**src/rtl/eeprom_pkg.sv**
```systemverilog
// Shared types for the two-wire memory target.
// Assumes 8-bit bus bytes; the state encoding is internal only.
package eeprom_pkg;

    typedef enum logic [3:0] {
        ST_IDLE,
        ST_CTRL,
        ST_CTRL_ACK,
        ST_WADDR,
        ST_WADDR_ACK,
        ST_WDATA,
        ST_WDATA_ACK,
        ST_RDATA,
        ST_RACK
    } link_state_e;

endpackage

```
**src/rtl/eeprom_line_sense.sv**
```systemverilog
// Brings the bus clock and data lines into the clk domain and reports
// edges and bus conditions. Assumes the bus clock is much slower than
// clk so each bus phase spans several clk cycles.
module eeprom_line_sense #(
    parameter int SYNC_STAGES = 2
) (
    input  logic clk,
    input  logic rst_n,
    input  logic scl_i,
    input  logic sda_i,
    output logic scl_lvl,
    output logic sda_lvl,
    output logic scl_rise,
    output logic scl_fall,
    output logic start_det,
    output logic stop_det
);
    localparam int DEPTH = SYNC_STAGES + 1;

    logic [DEPTH-1:0] scl_pipe;
    logic [DEPTH-1:0] sda_pipe;
    logic             scl_prev;
    logic             sda_prev;

    // Shift both lines through the synchronizer plus one history stage.
    always_ff @(posedge clk) begin
        if (!rst_n) begin
            scl_pipe <= '1;
            sda_pipe <= '1;
        end else begin
            scl_pipe <= {scl_pipe[DEPTH-2:0], scl_i};
            sda_pipe <= {sda_pipe[DEPTH-2:0], sda_i};
        end
    end

    assign scl_lvl   = scl_pipe[DEPTH-2];
    assign sda_lvl   = sda_pipe[DEPTH-2];
    assign scl_prev  = scl_pipe[DEPTH-1];
    assign sda_prev  = sda_pipe[DEPTH-1];
    assign scl_rise  = scl_lvl & ~scl_prev;
    assign scl_fall  = ~scl_lvl & scl_prev;
    assign start_det = scl_lvl & scl_prev & sda_prev & ~sda_lvl;
    assign stop_det  = scl_lvl & scl_prev & ~sda_prev & sda_lvl;

endmodule

```
**src/rtl/eeprom_ram.sv**
```systemverilog
// Single-clock RAM with one write port and one registered read port.
// Contents are not reset; the read port re-reads its address each cycle.
module eeprom_ram #(
    parameter int AW = 8,
    parameter int DW = 8
) (
    input  logic          clk,
    input  logic          we,
    input  logic [AW-1:0] waddr,
    input  logic [DW-1:0] wdata,
    input  logic [AW-1:0] raddr,
    output logic [DW-1:0] rdata
);
    localparam int WORDS = 1 << AW;

    logic [DW-1:0] mem [WORDS];

    // Write when asked and refresh the read register every cycle.
    always_ff @(posedge clk) begin
        if (we) begin
            mem[waddr] <= wdata;
        end
        rdata <= mem[raddr];
    end

endmodule

```
**src/rtl/eeprom_page_buffer.sv**
```systemverilog
// Holds the data bytes of one write transfer, one slot per page offset,
// and copies the valid slots into RAM one per cycle once commit is given.
// Assumes the caller keeps commit inside a busy window of at least
// 2**PAGE_BITS cycles and sends no loads while committing.
module eeprom_page_buffer #(
    parameter int AW        = 8,
    parameter int DW        = 8,
    parameter int PAGE_BITS = 3
) (
    input  logic          clk,
    input  logic          rst_n,
    input  logic          clear,
    input  logic          load,
    input  logic [AW-1:0] load_addr,
    input  logic [DW-1:0] load_data,
    input  logic          commit,
    output logic          pending,
    output logic          ram_we,
    output logic [AW-1:0] ram_waddr,
    output logic [DW-1:0] ram_wdata
);
    localparam int SLOTS = 1 << PAGE_BITS;
    localparam int TAG_W = AW - PAGE_BITS;
    localparam logic [PAGE_BITS-1:0] LAST_SLOT = '1;
    localparam logic [PAGE_BITS-1:0] SLOT_ONE  = 1;

    logic [DW-1:0]        slot_data [SLOTS];
    logic [SLOTS-1:0]     slot_valid;
    logic [TAG_W-1:0]     page_tag;
    logic                 committing;
    logic [PAGE_BITS-1:0] walk;

    // Capture incoming bytes, drop them on clear, drain them on commit.
    always_ff @(posedge clk) begin
        if (!rst_n) begin
            slot_valid <= '0;
            page_tag   <= '0;
            committing <= 1'b0;
            walk       <= '0;
        end else if (committing) begin
            walk <= walk + SLOT_ONE;
            if (walk == LAST_SLOT) begin
                committing <= 1'b0;
                slot_valid <= '0;
            end
        end else if (commit) begin
            committing <= 1'b1;
            walk       <= '0;
        end else if (clear) begin
            slot_valid <= '0;
        end else if (load) begin
            slot_valid[load_addr[PAGE_BITS-1:0]] <= 1'b1;
            page_tag                             <= load_addr[AW-1:PAGE_BITS];
        end
    end

    // Slot payload storage, written only on accepted loads.
    always_ff @(posedge clk) begin
        if (load && !committing && !commit && !clear) begin
            slot_data[load_addr[PAGE_BITS-1:0]] <= load_data;
        end
    end

    assign pending   = (|slot_valid) & ~committing;
    assign ram_we    = committing & slot_valid[walk];
    assign ram_waddr = {page_tag, walk};
    assign ram_wdata = slot_data[walk];

endmodule

```
**src/rtl/eeprom_write_timer.sv**
```systemverilog
// Counts out the internal write window. Busy is high for exactly CYCLES
// clk cycles after the cycle in which go is seen.
module eeprom_write_timer #(
    parameter int CYCLES = 2000
) (
    input  logic clk,
    input  logic rst_n,
    input  logic go,
    output logic busy
);
    localparam int CNT_W = $clog2(CYCLES + 1);
    localparam logic [CNT_W-1:0] LOAD_VAL = CNT_W'(CYCLES);
    localparam logic [CNT_W-1:0] CNT_ONE  = 1;

    logic [CNT_W-1:0] remain;

    // Load on go, count down to zero otherwise.
    always_ff @(posedge clk) begin
        if (!rst_n) begin
            remain <= '0;
        end else if (go) begin
            remain <= LOAD_VAL;
        end else if (remain != '0) begin
            remain <= remain - CNT_ONE;
        end
    end

    assign busy = (remain != '0);

endmodule

```
**src/rtl/serial_eeprom_slave.sv**
```systemverilog
// Two-wire bus target presenting a 256 x 8 memory. Decodes the control
// byte, keeps the address pointer, stages page writes, commits them at a
// stop and refuses its address during the write window. Assumes clk is
// at least 8x faster than the bus clock and WRITE_CYCLES >= 2**PAGE_BITS.
module serial_eeprom_slave
    import eeprom_pkg::*;
#(
    parameter int          AW           = 8,
    parameter int          DW           = 8,
    parameter int          PAGE_BITS    = 3,
    parameter logic [3:0]  DEV_CODE     = 4'b1010,
    parameter int          WRITE_CYCLES = 2000,
    parameter int          SYNC_STAGES  = 2
) (
    input  logic       clk,
    input  logic       rst_n,
    input  logic [2:0] dev_sel,
    input  logic       scl_i,
    input  logic       sda_i,
    output logic       sda_pull
);
    localparam int CNT_W = $clog2(DW + 1);
    localparam logic [CNT_W-1:0]     BYTE_BITS = CNT_W'(DW);
    localparam logic [CNT_W-1:0]     LAST_BIT  = CNT_W'(DW - 1);
    localparam logic [CNT_W-1:0]     CNT_ONE   = 1;
    localparam logic [AW-1:0]        ADDR_ONE  = 1;
    localparam logic [PAGE_BITS-1:0] OFF_ONE   = 1;

    logic scl_lvl, sda_lvl, scl_rise, scl_fall, start_det, stop_det;

    link_state_e      state;
    logic [CNT_W-1:0] bit_cnt;
    logic [DW-1:0]    rx_sh;
    logic [DW-1:0]    tx_sh;
    logic [AW-1:0]    addr_ptr;
    logic             rd_req;
    logic             master_nack;

    logic          busy;
    logic          buf_pending;
    logic          ram_we;
    logic [AW-1:0] ram_waddr;
    logic [DW-1:0] ram_wdata;
    logic [DW-1:0] ram_rdata;

    logic rx_done;
    logic ctrl_hit;
    logic buf_load;
    logic commit_go;

    eeprom_line_sense #(.SYNC_STAGES(SYNC_STAGES)) u_sense (
        .clk       (clk),
        .rst_n     (rst_n),
        .scl_i     (scl_i),
        .sda_i     (sda_i),
        .scl_lvl   (scl_lvl),
        .sda_lvl   (sda_lvl),
        .scl_rise  (scl_rise),
        .scl_fall  (scl_fall),
        .start_det (start_det),
        .stop_det  (stop_det)
    );

    // Byte-level decode helpers shared by the FSM and the staging buffer.
    assign rx_done   = scl_fall && (bit_cnt == BYTE_BITS);
    assign ctrl_hit  = (rx_sh[7:4] == DEV_CODE) && (rx_sh[3:1] == dev_sel) && !busy;
    assign buf_load  = !start_det && !stop_det && (state == ST_WDATA) && rx_done;
    assign commit_go = stop_det && buf_pending;

    eeprom_page_buffer #(.AW(AW), .DW(DW), .PAGE_BITS(PAGE_BITS)) u_page (
        .clk       (clk),
        .rst_n     (rst_n),
        .clear     (start_det),
        .load      (buf_load),
        .load_addr (addr_ptr),
        .load_data (rx_sh),
        .commit    (commit_go),
        .pending   (buf_pending),
        .ram_we    (ram_we),
        .ram_waddr (ram_waddr),
        .ram_wdata (ram_wdata)
    );

    eeprom_write_timer #(.CYCLES(WRITE_CYCLES)) u_timer (
        .clk   (clk),
        .rst_n (rst_n),
        .go    (commit_go),
        .busy  (busy)
    );

    eeprom_ram #(.AW(AW), .DW(DW)) u_ram (
        .clk   (clk),
        .we    (ram_we),
        .waddr (ram_waddr),
        .wdata (ram_wdata),
        .raddr (addr_ptr),
        .rdata (ram_rdata)
    );

    // Bus protocol state machine: bit reception, acknowledges and read shifting.
    always_ff @(posedge clk) begin
        if (!rst_n) begin
            state       <= ST_IDLE;
            bit_cnt     <= '0;
            rx_sh       <= '0;
            tx_sh       <= '0;
            addr_ptr    <= '0;
            rd_req      <= 1'b0;
            master_nack <= 1'b0;
            sda_pull    <= 1'b0;
        end else if (start_det) begin
            state    <= ST_CTRL;
            bit_cnt  <= '0;
            sda_pull <= 1'b0;
        end else if (stop_det) begin
            state    <= ST_IDLE;
            bit_cnt  <= '0;
            sda_pull <= 1'b0;
        end else begin
            case (state)
                ST_CTRL: begin
                    if (scl_rise) begin
                        rx_sh   <= {rx_sh[DW-2:0], sda_lvl};
                        bit_cnt <= bit_cnt + CNT_ONE;
                    end else if (rx_done) begin
                        bit_cnt <= '0;
                        if (ctrl_hit) begin
                            sda_pull <= 1'b1;
                            rd_req   <= rx_sh[0];
                            state    <= ST_CTRL_ACK;
                        end else begin
                            state <= ST_IDLE;
                        end
                    end
                end
                ST_WADDR: begin
                    if (scl_rise) begin
                        rx_sh   <= {rx_sh[DW-2:0], sda_lvl};
                        bit_cnt <= bit_cnt + CNT_ONE;
                    end else if (rx_done) begin
                        bit_cnt  <= '0;
                        addr_ptr <= rx_sh;
                        sda_pull <= 1'b1;
                        state    <= ST_WADDR_ACK;
                    end
                end
                ST_WDATA: begin
                    if (scl_rise) begin
                        rx_sh   <= {rx_sh[DW-2:0], sda_lvl};
                        bit_cnt <= bit_cnt + CNT_ONE;
                    end else if (rx_done) begin
                        bit_cnt  <= '0;
                        addr_ptr <= {addr_ptr[AW-1:PAGE_BITS], addr_ptr[PAGE_BITS-1:0] + OFF_ONE};
                        sda_pull <= 1'b1;
                        state    <= ST_WDATA_ACK;
                    end
                end
                ST_CTRL_ACK: begin
                    if (scl_fall) begin
                        if (rd_req) begin
                            tx_sh    <= ram_rdata;
                            sda_pull <= ~ram_rdata[DW-1];
                            addr_ptr <= addr_ptr + ADDR_ONE;
                            bit_cnt  <= '0;
                            state    <= ST_RDATA;
                        end else begin
                            sda_pull <= 1'b0;
                            state    <= ST_WADDR;
                        end
                    end
                end
                ST_WADDR_ACK, ST_WDATA_ACK: begin
                    if (scl_fall) begin
                        sda_pull <= 1'b0;
                        state    <= ST_WDATA;
                    end
                end
                ST_RDATA: begin
                    if (scl_fall) begin
                        if (bit_cnt == LAST_BIT) begin
                            sda_pull <= 1'b0;
                            bit_cnt  <= '0;
                            state    <= ST_RACK;
                        end else begin
                            bit_cnt  <= bit_cnt + CNT_ONE;
                            tx_sh    <= {tx_sh[DW-2:0], 1'b0};
                            sda_pull <= ~tx_sh[DW-2];
                        end
                    end
                end
                ST_RACK: begin
                    if (scl_rise) begin
                        master_nack <= sda_lvl;
                    end else if (scl_fall) begin
                        if (!master_nack) begin
                            tx_sh    <= ram_rdata;
                            sda_pull <= ~ram_rdata[DW-1];
                            addr_ptr <= addr_ptr + ADDR_ONE;
                            bit_cnt  <= '0;
                            state    <= ST_RDATA;
                        end else begin
                            state <= ST_IDLE;
                        end
                    end
                end
                default: begin
                    state <= ST_IDLE;
                end
            endcase
        end
    end

endmodule

```
**config.mk**
```make
export PLATFORM = sky130hd
export DESIGN_NAME = serial_eeprom_slave
export DESIGN_NICKNAME = d
export VERILOG_FILES = /design/src/rtl/eeprom_pkg.sv /design/src/rtl/eeprom_line_sense.sv /design/src/rtl/eeprom_ram.sv /design/src/rtl/eeprom_page_buffer.sv /design/src/rtl/eeprom_write_timer.sv /design/src/rtl/serial_eeprom_slave.sv
export SDC_FILE = /design/constraint.sdc
export NUM_CORES = 2
export LEC_CHECK = 0
export BUFFER_PORTS_ARGS = -buffer_cell sky130_fd_sc_hd__buf_2
export CORE_ASPECT_RATIO = 1.75
export CORE_MARGIN = 2
export CORE_UTILIZATION = 55
export DETAILED_ROUTE_END_ITERATION = 6
export HOLD_SLACK_MARGIN = 0.02
export PLACE_DENSITY = 0.7
export SKIP_CTS_REPAIR_TIMING = 1
export SYNTH_ARGS = -nofsm -noshare
export SYNTH_HDL_FRONTEND = slang
export SYNTH_HIERARCHICAL = 1
export SYNTH_SLANG_ARGS = --single-unit
```
**constraint.sdc**
```tcl
create_clock -name clk -period 9.8 [get_ports clk]
set_input_delay 0.98 -clock clk [delete_from_list [all_inputs] [get_ports clk]]
set_output_delay 0.98 -clock clk [all_outputs]
set_load 0.01 [all_outputs]
```
==> flow_summary.ini <==
[logic_synthesis]
synth_top_area_frac = 0.738
synth_seq_area_share = 0.756
yosys-top-cells-area = edfxtp_1 (74%), mux4_2 (12%), mux2i_1 (1.9%), dfxtp_1 (1.8%), nor2_1 (1.5%)
ys_top_cells_by_count = edfxtp_1 (2112), mux4_2 (456), nor2_1 (333)
ys_ff_latch = 2191
syn_area_mm2 = 0.0859
synth_ff_type = edfxtp_1
synth-edff-count = 2112
synthDistinctLibCells = 88
postSynthCellCount = 4271
yosysMostFrequentCell = edfxtp_1
synthArstFlopShare = 0
post-synth-top-area-cell = edfxtp_1
yosysWarnings = 6
syn_nets = 4284
postSynthAreaPerCell_um2 = 20.1

[clock_tree]
cts_tree = done
worstSkewPairLatency_ps = 830
numCtsBuffers = 187
cts_max_path_buffers = 4
numClockSinks = 2191
htree_levels = 4
root_buffer = clkbuf_16
clkTransAtPathRegs_ps = 70

[finish]
seq_area_mm2 = 0.0650
area_growth_syn_to_layout_pct = 9.10
final_cells = 6462
multi_input_area_mm2 = 0.0195
fillers = 10713
layout.nets = 4303
drive_gt1_frac = 0.197

[route]
wire_per_inst_um = 32.6
final_antenna_net_count = 0
vias = 42712
dr.pass1.iters = 5
drc = 0
routed_wl_mm = 210
drt_iter0_drc = 4145
vias_per_cell = 6.61

[global_route]
met2_usage = 0.469
grt_pass1_wl_mm = 304
grt.busiest_layer = met2
use_met1 = 0.318
grt.overflow.total = 0
antenna_found_initial = 2
grtUsageMet3 = 0.0357
grt_pass1_vias = 43590
track_usage = 0.267
grt_start_max_net_pins = 113

[worst_setup_path]
required_ps = 10440
slowest_delay_ps = 1130
crit_slowest_cell = nor4_1
crit_fanout = 110
cp_common_cell = nor4_1
crit_chain = buf_12 > buf_4 > mux4_2 > nor2b_1 > a211oi_1 > nor2_1 > nor4_1 > nor4_1
cp-start-kind = flop
arrival_ps = 5810
worstSetupPathType = reg2reg
crit_path_end_kind = flop

[sta]
final_hold_viol_count = 0
setup_viol_count_final = 0
grt_setup_unrepaired = false
drv_slew = 0
clock.fmax_ghz = 0.193
fin_skew_ps = 32.8
slew_headroom = 0.0808
tightestPinTransition_ps = 1370
fin_setup_tns_ps = 0
timing.final.crit_share = 0.528
fin_crit_ps = 5170

[die]
die-area_mm2 = 0.160
die_h_um = 527
core_region_area_mm2 = 0.155
io_pins = 8
row_count = 191
start_util = 0.555
die_w_um = 303

[place]
io_buffers = 7
placed_cells = 6127
post-dp-hpwl_mm = 133
gp_congestion = 0.929

[power]
vdd_ir_drop_max_v = 0.000135
p_total_mw = 17.6
p_per_area_mw_per_mm2 = 188
p_leak_nw = 27.8

[run_status]
status = complete, no violations

[hold_path]
min_path_type = in2reg

[run]
cap_violations = 0
==> cells by family after synthesis <==
| kind of cell | Yosys count | share of synthesized area |
|---|---|---|
| and+or+nand+nor | 654 | 0.0368 |
| AOI/OAI and AO/OA | 489 | 0.0407 |
| buffers and inverters | 274 | 0.0192 |
| xor gates and xnor gates | 10 | 0.00102 |
| DFF | 2191 | 0.756 |
| adders and majority gates | 6 | 0.000873 |
| muxes | 647 | 0.145 |
==> path summary, 6_finish.rpt <==
check / start / end / slack [ps] / depth (start not counted)
worst max-delay path: addr_ptr[0] / u_ram/rdata[4] / 4630 / 8
worst min register to register: u_ram/rdata[0] / tx_sh[0] / 500 / 2
worst max register to register: addr_ptr[0] / u_ram/rdata[4] / 4630 / 8
worst min-delay path: sda_i / u_sense/sda_pipe[0] / 340 / 2
==> state kept, by name, summed over array words and instances (netlist names), named ones only <==
| signal | flops |
|---|---|
| addr_ptr | 8 |
| u_sense/scl_pipe | 3 |
| rx_sh | 8 |
| sda_pull | 1 |
| tx_sh | 7 |
| state | 4 |
| u_ram/rdata | 8 |
| master_nack | 1 |
| u_page/committing | 1 |
| u_timer/remain | 11 |
| u_page/slot_data | 64 |
| u_page/slot_valid | 8 |
| u_ram/mem | 2048 |
| u_page/walk | 3 |
| u_page/page_tag | 5 |
| rd_req | 1 |
| bit_cnt | 4 |
| u_sense/sda_pipe | 3 |
==> final cells by class <==
cell class              count  share of cell area
flip-flops and latches   2191               0.693
clock inverters            95             0.00969
repair buffers             87             0.00758
multi-input cells        1806               0.208
clock buffers             238              0.0536
diodes                      2           0.0000534
inverters                  17            0.000681
well taps                2026              0.0270
==> where the power goes <==
group | switching (mW) | internal, mW
logic | 0.0904 | 0.0657
clock network | 3.23 | 4.08
registers | 0.0211 | 10.1
==> worst max-delay path, delay by kind of cell, from the launching register on <==
family	cells	cell delay, ps
muxes	1	580
buffers and inverters	2	1400
and+or+nand+nor	4	1650
DFF	1	590
AOI/OAI and AO/OA	1	430
==> cells in the final DEF (no fill, tap or decap), drive strengths merged, types with 30 or more instances in the layout <==
cell	n
a211oi	30
a21oi	119
a22oi	137
buf	87
clkbuf	238
clkinv	70
dfxtp	79
edfxtp	2112
mux2i	161
mux4	473
nand2	58
nand3	44
nor2	334
nor2b	47
nor3	34
nor4	37
o221ai	47
o22ai	30
==> metrics by stage <==
stage	instance area (µm²)	utilization	setup slack (ps)	hold WS [ps]
after floorplan	85900	-	6520	386
after global placement	87800	0.567	4560	474
after detailed placement	87800	0.567	4580	456
after CTS	93800	0.605	4550	315
after global routing	93800	0.605	4370	325
final	93800	0.606	4630	341
==> metal layers <==
| metal | wire, µm | vias to the layer above |
|---|---|---|
| li1 | - | 17741 |
| met1 | 72000 | 22578 |
| met2 | 112000 | 1907 |
| met3 | 13500 | 484 |
| met4 | 12900 | 2 |
| met5 | 17 | - |
(Power assumes the default switching activity.)
